<file path="config.mk">
export PLATFORM = sky130hd
export DESIGN_NAME = bus_cycle_monitor
export DESIGN_NICKNAME = d
export VERILOG_FILES = /design/src/rtl/bcm_pkg.sv /design/src/rtl/bcm_ctrl.sv /design/src/rtl/bcm_datapath.sv /design/src/rtl/bus_cycle_monitor.sv
export SDC_FILE = /design/constraint.sdc
export NUM_CORES = 1
export LEC_CHECK = 0
export BUFFER_PORTS_ARGS = -buffer_cell sky130_fd_sc_hd__clkbuf_2
export CORE_MARGIN = 1.5
export CORE_UTILIZATION = 30
export CTS_BUF_LIST = sky130_fd_sc_hd__clkbuf_4 sky130_fd_sc_hd__clkbuf_8
export DETAILED_ROUTE_END_ITERATION = 16
export PLACE_DENSITY = 0.62
export SLEW_MARGIN = 15
export SYNTH_ARGS = -nofsm -noshare
export SYNTH_HDL_FRONTEND = slang
export SYNTH_SLANG_ARGS = --single-unit
</file>
<file path="constraint.sdc">
create_clock -name clk -period 3.58 [get_ports clk]
set_input_delay 0.895 -clock clk [delete_from_list [all_inputs] [get_ports clk]]
set_output_delay 0.895 -clock clk [all_outputs]
set_load 0.02 [all_outputs]
</file>
<file path="src/rtl/bcm_pkg.sv">
package bcm_pkg;

  typedef enum logic [2:0] {
    KIND_NONE   = 3'd0,
    KIND_MEMRD  = 3'd1,
    KIND_MEMWR  = 3'd2,
    KIND_IORD   = 3'd3,
    KIND_IOWR   = 3'd4,
    KIND_FETCH  = 3'd5,
    KIND_INTACK = 3'd6
  } kind_e;

  typedef enum logic [1:0] {
    CLASS_MEMRD = 2'd0,
    CLASS_MEMWR = 2'd1,
    CLASS_IORD  = 2'd2,
    CLASS_IOWR  = 2'd3
  } class_e;

  // strobes from control to datapath
  typedef struct packed {
    logic   capAddr;
    logic   capData;
    logic   setValid;
    logic   clrValid;
    logic   capClass;
    class_e reportClass;
  } strobe_t;

endpackage

</file>
<file path="src/rtl/bcm_ctrl.sv">
module bcm_ctrl
  import bcm_pkg::*;
(
  input  logic    clk,
  input  logic    rstN,
  input  logic    m1N,
  input  logic    rdN,
  input  logic    wrN,
  input  logic    mreqN,
  input  logic    iorqN,
  input  logic    mreqPresent,
  input  logic    iorqPresent,
  output kind_e   kindQ,
  output logic    beginPulse,
  output logic    endPulse,
  output logic    illegalPulse,
  output strobe_t strobes
);

  logic  mreqEff;
  logic  iorqEff;
  kind_e kindNow;
  logic  isBegin;
  logic  isEnd;
  logic  isIllegal;

  // absent request lines take fixed default levels
  always_comb begin
    mreqEff = mreqPresent ? mreqN : 1'b0;
    iorqEff = iorqPresent ? iorqN : 1'b1;
  end

  always_comb begin
    kindNow = KIND_NONE;
    if (!mreqEff) begin
      if (!rdN)      kindNow = m1N ? KIND_MEMRD : KIND_FETCH;
      else if (!wrN) kindNow = KIND_MEMWR;
    end else if (!iorqEff) begin
      if (!m1N)      kindNow = KIND_INTACK;
      else if (!rdN) kindNow = KIND_IORD;
      else if (!wrN) kindNow = KIND_IOWR;
    end
  end

  always_comb begin
    isBegin   = (kindQ == KIND_NONE) && (kindNow != KIND_NONE);
    isEnd     = (kindQ != KIND_NONE) && (kindNow == KIND_NONE);
    isIllegal = (kindQ != KIND_NONE) && (kindNow != KIND_NONE) && (kindQ != kindNow);
  end

  always_comb begin
    strobes.capAddr  = isBegin;
    strobes.capData  = (kindNow != KIND_NONE);
    strobes.setValid = isBegin;
    strobes.clrValid = isIllegal;
    strobes.capClass = isEnd;
    unique case (kindQ)
      KIND_MEMWR:             strobes.reportClass = CLASS_MEMWR;
      KIND_IORD, KIND_INTACK: strobes.reportClass = CLASS_IORD;
      KIND_IOWR:              strobes.reportClass = CLASS_IOWR;
      default:                strobes.reportClass = CLASS_MEMRD;
    endcase
  end

  always_ff @(posedge clk) begin
    if (!rstN) begin
      kindQ        <= KIND_NONE;
      beginPulse   <= 1'b0;
      endPulse     <= 1'b0;
      illegalPulse <= 1'b0;
    end else begin
      kindQ        <= kindNow;
      beginPulse   <= isBegin;
      endPulse     <= isEnd;
      illegalPulse <= isIllegal;
    end
  end

  AST_BEGIN_FROM_IDLE: assert property (@(posedge clk) disable iff (!rstN)
    beginPulse |-> (kindQ != KIND_NONE) && ($past(kindQ) == KIND_NONE));
  AST_END_TO_IDLE: assert property (@(posedge clk) disable iff (!rstN)
    endPulse |-> (kindQ == KIND_NONE) && ($past(kindQ) != KIND_NONE));
  AST_ILLEGAL_JUMP: assert property (@(posedge clk) disable iff (!rstN)
    illegalPulse |-> (kindQ != KIND_NONE) && ($past(kindQ) != KIND_NONE)
                     && (kindQ != $past(kindQ)));
  AST_ONE_EVENT: assert property (@(posedge clk) disable iff (!rstN)
    $onehot0({beginPulse, endPulse, illegalPulse}));
  AST_KIND_RANGE: assert property (@(posedge clk) disable iff (!rstN)
    kindQ != 3'd7);

endmodule

</file>
<file path="src/rtl/bcm_datapath.sv">
module bcm_datapath
  import bcm_pkg::*;
#(
  parameter int ADDR_W = 16,
  parameter int DATA_W = 8
) (
  input  logic              clk,
  input  logic              rstN,
  input  strobe_t           strobes,
  input  logic [ADDR_W-1:0] addrIn,
  input  logic [DATA_W-1:0] dataIn,
  output logic [ADDR_W-1:0] cycleAddr,
  output logic [DATA_W-1:0] cycleData,
  output logic              cycleValid,
  output class_e            endClass
);

  always_ff @(posedge clk) begin
    if (!rstN) begin
      cycleAddr  <= '0;
      cycleData  <= '0;
      cycleValid <= 1'b0;
      endClass   <= CLASS_MEMRD;
    end else begin
      if (strobes.capAddr)  cycleAddr <= addrIn;
      if (strobes.capData)  cycleData <= dataIn;
      if (strobes.clrValid)      cycleValid <= 1'b0;
      else if (strobes.setValid) cycleValid <= 1'b1;
      if (strobes.capClass) endClass <= strobes.reportClass;
    end
  end

  AST_ADDR_HOLD: assert property (@(posedge clk) disable iff (!rstN)
    !strobes.capAddr |=> $stable(cycleAddr));
  AST_DATA_HOLD: assert property (@(posedge clk) disable iff (!rstN)
    !strobes.capData |=> $stable(cycleData));
  AST_VALID_DROP: assert property (@(posedge clk) disable iff (!rstN)
    strobes.clrValid |=> !cycleValid);
  AST_VALID_RISE: assert property (@(posedge clk) disable iff (!rstN)
    strobes.setValid |=> cycleValid);

endmodule

</file>
<file path="src/rtl/bus_cycle_monitor.sv">
module bus_cycle_monitor
  import bcm_pkg::*;
#(
  parameter int ADDR_W = 16,
  parameter int DATA_W = 8
) (
  input  logic              clk,
  input  logic              rstN,
  input  logic              m1N,
  input  logic              rdN,
  input  logic              wrN,
  input  logic              mreqN,
  input  logic              iorqN,
  input  logic              mreqPresent,
  input  logic              iorqPresent,
  input  logic [ADDR_W-1:0] addrIn,
  input  logic [DATA_W-1:0] dataIn,
  output logic [2:0]        cycleKind,
  output logic              beginPulse,
  output logic              endPulse,
  output logic              illegalPulse,
  output logic [ADDR_W-1:0] cycleAddr,
  output logic [DATA_W-1:0] cycleData,
  output logic              cycleValid,
  output logic [1:0]        endClass
);

  kind_e   kindQ;
  strobe_t strobes;
  class_e  endClassQ;

  bcm_ctrl u_ctrl (
    .clk(clk), .rstN(rstN), .m1N(m1N), .rdN(rdN), .wrN(wrN),
    .mreqN(mreqN), .iorqN(iorqN),
    .mreqPresent(mreqPresent), .iorqPresent(iorqPresent),
    .kindQ(kindQ), .beginPulse(beginPulse), .endPulse(endPulse),
    .illegalPulse(illegalPulse), .strobes(strobes)
  );

  bcm_datapath #(.ADDR_W(ADDR_W), .DATA_W(DATA_W)) u_datapath (
    .clk(clk), .rstN(rstN), .strobes(strobes),
    .addrIn(addrIn), .dataIn(dataIn),
    .cycleAddr(cycleAddr), .cycleData(cycleData),
    .cycleValid(cycleValid), .endClass(endClassQ)
  );

  assign cycleKind = kindQ;
  assign endClass  = endClassQ;

endmodule

</file>
==> Yosys cells after proc, flatten, opt, wreduce, memory -nomap -nowiden <==
Cells that the tools add are included.
{ "word_totals": {"regBits": 33, "in_bits": 33, "out_inout_bits": 33, "word_cells": 35} }
{ "classes": {"eq_ne": 5, "mux": 11, "bitwise": 1, "n_reduce_logical": 10} }
{ "op_table": {"columns": ["op", "count"], "rows": [
  ["3-bit two-way mux", 7],
  ["3-bit by 2-bit == test with 1-bit output, second input constant", 2],
  ["3-bit == test, second input constant", 2],
  ["3-bit zero test", 2],
  ["2-bit case mux with 3 select lines", 1],
  ["3-bit nonzero test", 2],
  ["1-bit logical AND", 4],
  ["2-bit OR reduction", 2],
  ["3-bit inequality test", 1],
  ["1-bit two-way mux", 2],
  ["2-bit two-way mux", 1],
  ["1-bit NOT", 1]
]} }

==> Depth between registers and ports, before layout <==
Gate-level depths: netlist of the first run.
{ "logic_depth": {"word_depth": 9, "depth_mapped": 7, "ltp_nobuf": 5} }

==> Cells and area by module <==
From an unflattened synthesis of the first run, not the netlist that was laid out.
{ "hier_totals": {"hier_cells": 142, "area_unflattened_um2": 1466.4} }
{ "by_module_without_submodules": {"columns": ["module", "n_inst", "cells_each", "area_per_inst_um2", "seq_area_each_um2"], "rows": [
  ["bcm_datapath", 1, 86, 1021.0, 540.5],
  ["bcm_ctrl", 1, 56, 445.4, 120.1]
]} }

==> Worst setup path after synthesis of the first run <==
OpenSTA, ideal clock, no wires.
{ "synth_path": {"kind": "input to register", "from": "input m1N", "to": "register u_datapath.cycleAddr[10]", "setup_time_ns": 0.122, "t_arrival_ns": 2.009, "t_required_ns": 3.458, "slack_ns": 1.449, "cell_stages": 7, "n_path_buf": 2, "path_cell_list": "and3b_2 o22ai_4 or4_1 buf_2 buf_6 nand2_1 a21boi_0"} }
{ "synth_via": {"elab_chain_cells": 5, "elab_cells_between_ends": 7, "classes_between": "5 x mux; 2 x reduce/logical"} }
{ "synth_lines": {"columns": ["item", "line", "source"], "rows": [
  ["from (decl)", "bus_cycle_monitor.sv:9", "input logic m1N,"],
  ["3-bit two-way mux, on equally long branches", "bcm_ctrl.sv:39, bcm_ctrl.sv:36", null],
  ["3-bit two-way mux, on equally long branches", "bcm_ctrl.sv:38, bcm_ctrl.sv:36", null],
  ["3-bit two-way mux (*)", "bcm_ctrl.sv:35", "if (!mreqEff) begin"],
  ["3-bit nonzero test (*)", "bcm_ctrl.sv:46", "isBegin = (kindQ == KIND_NONE) && (kindNow != KIND_NONE);"],
  ["1-bit logical AND (*)", "bcm_ctrl.sv:46", null],
  ["to (signal assigned)", "bcm_datapath.sv:25", "if (strobes.capAddr) cycleAddr <= addrIn;"],
  ["to (decl)", "bcm_datapath.sv:12", "output logic [ADDR_W-1:0] cycleAddr,"]
]} }
Mark *: on every way between the ends. The rest lies on a longest branch, timed or not.
A chain may end at the register's enable or synchronous reset.

==> Worst setup path after layout of the first run <==
{ "layout_path": {"from": "input m1N", "to": "register u_datapath.cycleValid"} }
{ "layout_via": {"elab_chain_cells": 7, "elab_cells_between_ends": 11, "classes_between": "1 x eq/ne; 5 x mux; 5 x reduce/logical"} }
{ "layout_lines": {"columns": ["item", "line", "source"], "rows": [
  ["3-bit two-way mux, on equally long branches", "bcm_ctrl.sv:39, bcm_ctrl.sv:36", null],
  ["3-bit two-way mux, on equally long branches", "bcm_ctrl.sv:38, bcm_ctrl.sv:36", null],
  ["3-bit two-way mux (*)", "bcm_ctrl.sv:35", null],
  ["3-bit nonzero test", "bcm_ctrl.sv:46, bcm_ctrl.sv:48", null],
  ["1-bit logical AND (2 in a row)", "bcm_ctrl.sv:48", "isIllegal = (kindQ != KIND_NONE) && (kindNow != KIND_NONE) && (kindQ != kindNow);"],
  ["2-bit OR reduction (no source line)", null, null],
  ["to (signal assigned)", "bcm_datapath.sv:22", "cycleValid <= 1'b0;"],
  ["to (signal assigned)", "bcm_datapath.sv:27", "if (strobes.clrValid) cycleValid <= 1'b0;"],
  ["to (signal assigned)", "bcm_datapath.sv:28", "else if (strobes.setValid) cycleValid <= 1'b1;"],
  ["to (decl)", "bcm_datapath.sv:14", "output logic cycleValid,"]
]} }
Marks and branches as above.

==> results of run 1 <==
## cell type report
| class | instances | area (sq um) | share of cell area (%) |
|---|---|---|---|
| Inverter | 2 | 7.51 | 0.415 |
| Clock inverter | 1 | 5.00 | 0.277 |
| Tap cell | 52 | 65.1 | 3.60 |
| Multi-Input combinational cell | 111 | 648 | 35.8 |
| Timing Repair Buffer | 65 | 325 | 18.0 |
| Sequential cell | 33 | 661 | 36.5 |
| Clock buffer | 7 | 96.3 | 5.33 |
## flip-flops by register name, indices dropped and copies added (netlist names)
register	cells
u_ctrl.beginPulse	1
u_datapath.cycleData	8
u_ctrl.endPulse	1
u_ctrl.illegalPulse	1
u_datapath.cycleAddr	16
u_datapath.cycleValid	1
u_datapath.endClass	2
u_ctrl.kindQ	3
## synthesized netlist by cell type (2+ instances only)
cell,count,area (sq um)
inv_1,2,7.51
nand2_1,51,191
clkbuf_1,8,30.0
nor2b_1,5,31.3
and2_1,3,18.8
dfxtp_1,33,661
a21oi_1,3,15.0
o21a_1,2,15.0
a21boi_0,23,173
buf_2,2,10.0
o21ai_0,4,20.0
## cells by family after synthesis
family | count (synthesis) | synth area share [%]
DFF | 33 | 48.3
buffers and inverters | 13 | 4.30
xor gates and xnor gates | 2 | 1.28
and+or+nand+nor | 67 | 22.9
AOI/OAI and AO/OA | 41 | 22.5
muxes | 1 | 0.732
## critical path: cells and delay by family
family                 cells  cell delay (ns)
AO/OA/AOI/OAI              3             0.54
buffers and inverters      1             0.10
AND/OR/NAND/NOR            2             0.93
## power breakdown
| group | internal [uW] | switching [uW] | total, uW |
|---|---|---|---|
| Combinational | 59.6 | 94.6 | 154 |
| Sequential | 394 | 15.9 | 410 |
| Clock | 174 | 130 | 304 |
| Total | 627 | 240 | 868 |
## per-layer routing
metal / part of all wire [%] / routed length [um] / track usage [%]
met1: 47 / 1390 / 15.1
met3: 5.6 / 166 / 3.90
met5: 0 / 0 / 0
met2: 46 / 1370 / 22.1
met4: 0.65 / 19 / 5.13
## path summary, 6_finish.rpt
path	start	endpoint	slack, ns	depth (start not counted)
min reg2reg	u_datapath.cycleAddr[15]$_SDFFE_PN0P_	u_datapath.cycleAddr[15]$_SDFFE_PN0P_	0.46	2
min	u_datapath.cycleAddr[15]$_SDFFE_PN0P_	u_datapath.cycleAddr[15]$_SDFFE_PN0P_	0.46	2
max reg2reg	u_ctrl.kindQ[1]$_SDFF_PN0_	u_datapath.cycleValid$_SDFFE_PP0P_	1.88	3
max	m1N	u_datapath.cycleValid$_SDFFE_PP0P_	1.31	6
## through the flow
step | area, sq um | utilization, % | cells | power [uW]
6_report | 1810 | 41.2 | 271 | 868
5_1_grt | 1810 | 41.2 | 271 | 918
2_1_floorplan | 1370 | - | 157 | 520
3_5_place_dp | 1710 | 38.9 | 263 | 575
3_3_place_gp | 1710 | 38.9 | 263 | 575
4_1_cts | 1810 | 41.2 | 271 | 887
==> results.md, run 1 <==
- Final worst slack: 1.31 ns
- Avg Inst Size Synth: roughly 8.7 sq um
- Port Buffers: 65
- Post-synth EDFFs: 0
- Slew HR: approximately 42%
- Hold slack: 0.457 ns
- Nets@finish: 251
- Post-synthesis cell area: 1370 sq um
- Fin crit share: 63.4%
- Ys Warns: 0
- Cts repair resizes: 0
- Largest net degree at the start of global routing: 33
- Detailed Route Iter0 Violations: 37
- Post-synth net total: 190
- Synthesized flop and latch total: 33
- Routed WL per cell: 10.9 um
- Slew Limit Fails: 0
- Power per Cell Area: 480 nW/um^2
- Die height: 70.5 um
- Crit path DAT: 2.47 ns
- Vias per cell: 4.48
- Endpoints failing setup: 0
- Peak VDD IR: 0.198 mV
- Core box area: about 4400 sq um
- Hold crit path type: reg2reg
- Fmax: between 0.4 and 0.5 GHz
- GRT overflow: 0
- Crit-path max cell delay: 0.68 ns
- Critical path's slowest cell: nor4_4
- Detailed Place HPWL: 2070 um
- Diodes inserted: 0
- Mapped Cells: 157
- Setup TNS: 0 ns
- RSZ-0062 raised after global routing: no
- Total GRT Usage: between 10% and 20%
- Worst-Margin Slew: 0.861 ns
- Clock Tree Buf Depth: 2
- Fin. Hold Viols: 0
- Area growth from synthesis to layout: 32.2%
- Number of core rows: 24
- Crit-path max FO: 18
- I/O pin count: 66
- # DRC: 0
- Worst-Skew Late Latency: 0.27 ns
- Initial DRT Pass Iterations: 2
- Async S/R FF share, synth: 0%
- Initial antenna violation count: 0
- H-tree depth: 2
- Crit path required time: 3.79 ns
- Skew final: 0.00350 ns
- Initial Utilization: 31.2%
- Fillcell total: 457
- Critical path cell sequence: clkbuf_2, and3b_2, o22ai_4, nor4_4, o21ai_0, a31oi_2
- Yosys cell types: 32
- Post-route ant nets: 0
- Max Cap Viol: 0
- Die area: 4970 sq um
- Total CTS buffers: 5
- GP Congestion: 0.707
- Fin crit period: 2.27 ns
- Hold Buf Count CTS: 0
- Critical setup path kind: in2reg
- CTS tree: done
- Startpoint Class: input port
- Clock Tree Root: clkbuf_8
- Status: finished clean
- DP Worst Slack: 0.978 ns
- Worst Setup End Kind: flip-flop
- Clock sinks: 33
- Postcts setup bufs: 0
- Top_reg_cell synth: dfxtp_1
- Most common cell after layout, fill and taps aside: clkbuf_2
- Fraction of layout cells with a size suffix above 1: about a third
- Post-Route WL: 2950 um
- Most frequent cells in the layout: clkbuf_2, nand2_1, dfxtp_1
- Number of global-route vias before repair: 1178
- First-pass GRT wire length: 5150 um
- Die width: around 70 um
- Worst-path clk slew: roughly 0.070 ns
- Pleak: 0.000822 uW
- Seq/Total Area, Yosys: roughly half
- Vias: 1215
No activity file was read; power rests on OpenSTA's default activity.
==> run 2: changes to the inputs <==
--- a/config.mk
+++ b/config.mk
@@ -10,7 +10,7 @@
 export CORE_UTILIZATION = 30
 export CTS_BUF_LIST = sky130_fd_sc_hd__clkbuf_4 sky130_fd_sc_hd__clkbuf_8
 export DETAILED_ROUTE_END_ITERATION = 16
-export PLACE_DENSITY = 0.62
+export PLACE_DENSITY = 0.64
 export SLEW_MARGIN = 15
 export SYNTH_ARGS = -nofsm -noshare
 export SYNTH_HDL_FRONTEND = slang
==> constraint.sdc (replaced) <==
create_clock -name clk -period 2 [get_ports clk]
set_input_delay 0.5 -clock clk [delete_from_list [all_inputs] [get_ports clk]]
set_output_delay 0.5 -clock clk [all_outputs]
set_load 0.02 [all_outputs]
==> run 2 against run 1 <==
Combinational power grew 92%; worst setup slack got worse by 0.88 ns; clock power rose by 79%; count of clock-buffer cells in the layout unchanged; sequential power is 79% higher; critical endpoint is now cycleKind[0]; largest cell class unchanged; largest power group unchanged.
==> results.md, run 2 (synthesized netlist as in run 1, its figures left out) <==
- Post-route ant nets: 0 (unchanged)
- Skew final: 0.00529 ns (+0.00179 ns)
- Top delay family on crit path: flip-flops
- Fin util: 42.1% (+0.86 points)
- I/O pin count: 66 (unchanged)
- Post-Route WL: 2990 um (+1.7%)
- Worst-path clk slew: 0.07 ns (about the same)
- Clock Tree Root: clkbuf_8
- Area growth from synthesis to layout: 34.9%
- Register area: 661 sq um (unchanged)
- Clock sinks: 33 (unchanged)
- Total CTS buffers: 5 (unchanged)
- Routed WL per cell: 10.8 um (-0.18%)
- Core box area: 4380 sq um (unchanged)
- GP Congestion: 0.718 (+1.6%)
- Detailed Place HPWL: 2180 um (+5.7%)
- Fmax: about 0.64 GHz
- First-pass GRT wire length: 5190 um (+0.66%)
- Pleak: 0.000847 uW (+2.9%)
- Crit-path max FO: 9 (-9)
- Postcts setup bufs: 0 (unchanged)
- RSZ-0062 raised after global routing: no
- Worst-Margin Slew: 0.529 ns (-0.332 ns)
- Vias: 1229 (+1.2%)
- DP Worst Slack: 0.164 ns (-0.814 ns)
- Critical path's slowest cell: dfxtp_1
- Nets@finish: 256 (+2.0%)
- GRT overflow: 0 (unchanged)
- Initial Utilization: 31.2% (unchanged)
- Crit-path max cell delay: 0.54 ns (-0.14 ns)
- Die height: 70.5 um (unchanged)
- Most common cell after layout, fill and taps aside: clkbuf_2
- Endpoints failing setup: 0 (unchanged)
- Largest net degree at the start of global routing: 33 (unchanged)
- Diodes inserted: 0 (unchanged)
- Die width: 70.5 um (unchanged)
- Initial DRT Pass Iterations: 4 (+2)
- Final worst slack: 0.435 ns (-0.875 ns)
- H-tree depth: 2 (unchanged)
- Worst-Skew Late Latency: 0.28 ns (about the same)
- Largest register FFs: 16 (unchanged)
- Largest regs: u_datapath.cycleAddr (16), u_datapath.cycleData (8), u_ctrl.kindQ (3)
- Area of the multi-input gates: 648 sq um (unchanged)
- Detailed Route Iter0 Violations: 34 (-8.1%)
- Status: finished clean
- Critical setup path kind: reg2out
- Fin. Hold Viols: 0 (unchanged)
- Setup TNS: 0 ns (unchanged)
- Clock Tree Buf Depth: 2 (unchanged)
- Worst path bufs/invs: 1 (unchanged)
- Cts repair resizes: 0 (unchanged)
- Die area: 4970 sq um (unchanged)
- Number of core rows: 24 (unchanged)
- Worst Setup End Kind: output port
- Fillcell total: 468 (+2.4%)
- Fin crit period: roughly 1.6 ns
- Crit path DAT: 1.06 ns (-1.41 ns)
- Hold Buf Count CTS: 0 (unchanged)
- Crit path required time: 1.50 ns (-2.29 ns)
- Critical path cell sequence: clkbuf_2
- Power per Cell Area: 852 nW/um^2 (+77%)
- Hold crit path type: in2reg
- Fin crit share: between 70% and 80%
- Slew Limit Fails: 0 (unchanged)
- Most flop-heavy register: u_datapath.cycleAddr
- Vias per cell: 4.45 (-0.68%)
- Startpoint Class: flip-flop
- Peak VDD IR: 0.382 mV (+93%)
- Initial antenna violation count: 0 (unchanged)
- Port Buffers: 65 (unchanged)
- Slew HR: 64.7% (+23 points)
- Max Cap Viol: 0 (unchanged)
- Setup slack, reg-to-reg: 0.56 ns (-1.32 ns)
- Number of global-route vias before repair: 1176 (-0.17%)
- Fraction of layout cells with a size suffix above 1: 36.6% (+1.4 points)
- # DRC: 0 (unchanged)
- CTS tree: done
- Most frequent cells in the layout: clkbuf_2, nand2_1, dfxtp_1
- Total GRT Usage: 13.1% (+0.22 points)
-- run 2: cell types whose count changed in the layout (fill, tap and decap cells not counted), sizes merged --
cell / before / now
buf: 0 / 5
-- run 2: path summary, 6_finish.rpt --
kind                                    startpoint  depth (start not counted)                                    end
min                                     addrIn[15]                          3  u_datapath.cycleAddr[15]$_SDFFE_PN0P_
max                     u_ctrl.kindQ[0]$_SDFF_PN0_                          1                           cycleKind[0]
max reg2reg             u_ctrl.kindQ[1]$_SDFF_PN0_                          4   u_datapath.cycleAddr[8]$_SDFFE_PN0P_
min reg2reg  u_datapath.cycleAddr[15]$_SDFFE_PN0P_                          2  u_datapath.cycleAddr[15]$_SDFFE_PN0P_
-- run 2: layer usage --
| layer | share of wire [%] | GRT usage [%] | vias up |
|---|---|---|---|
| li1 | - | - | 653 |
| met3 | 6.6 | 4.62 | 2 |
| met4 | 0.30 | 5.13 | 0 |
| met5 | 0 | 0 | - |
| met2 | 48 | 21.4 | 37 |
| met1 | 45 | 15.9 | 537 |
-- run 2: cell type report --
class                           count  share of cell area, %
Multi-Input combinational cell    111                   35.1
Inverter                            2                  0.407
Clock inverter                      1                  0.271
Clock buffer                        7                   5.22
Sequential cell                    33                   35.8
Timing Repair Buffer               70                   19.7
Tap cell                           52                   3.53
-- run 2: stage by stage --
step,area [sq um],std cells,power [uW],hold WS (ns)
floorplan,1370,157,931,0.520
global placement,1740,268,1050,0.443
detailed placement,1740,268,1050,0.447
CTS,1850,276,1600,0.426
global route,1850,276,1670,0.445
finish,1850,276,1570,0.434
-- run 2: report_power, final --
part / internal (uW) / switching [uW] / total [uW]
combinational: 120 / 174 / 295
clock: 311 / 232 / 543
sequential: 705 / 28.8 / 734
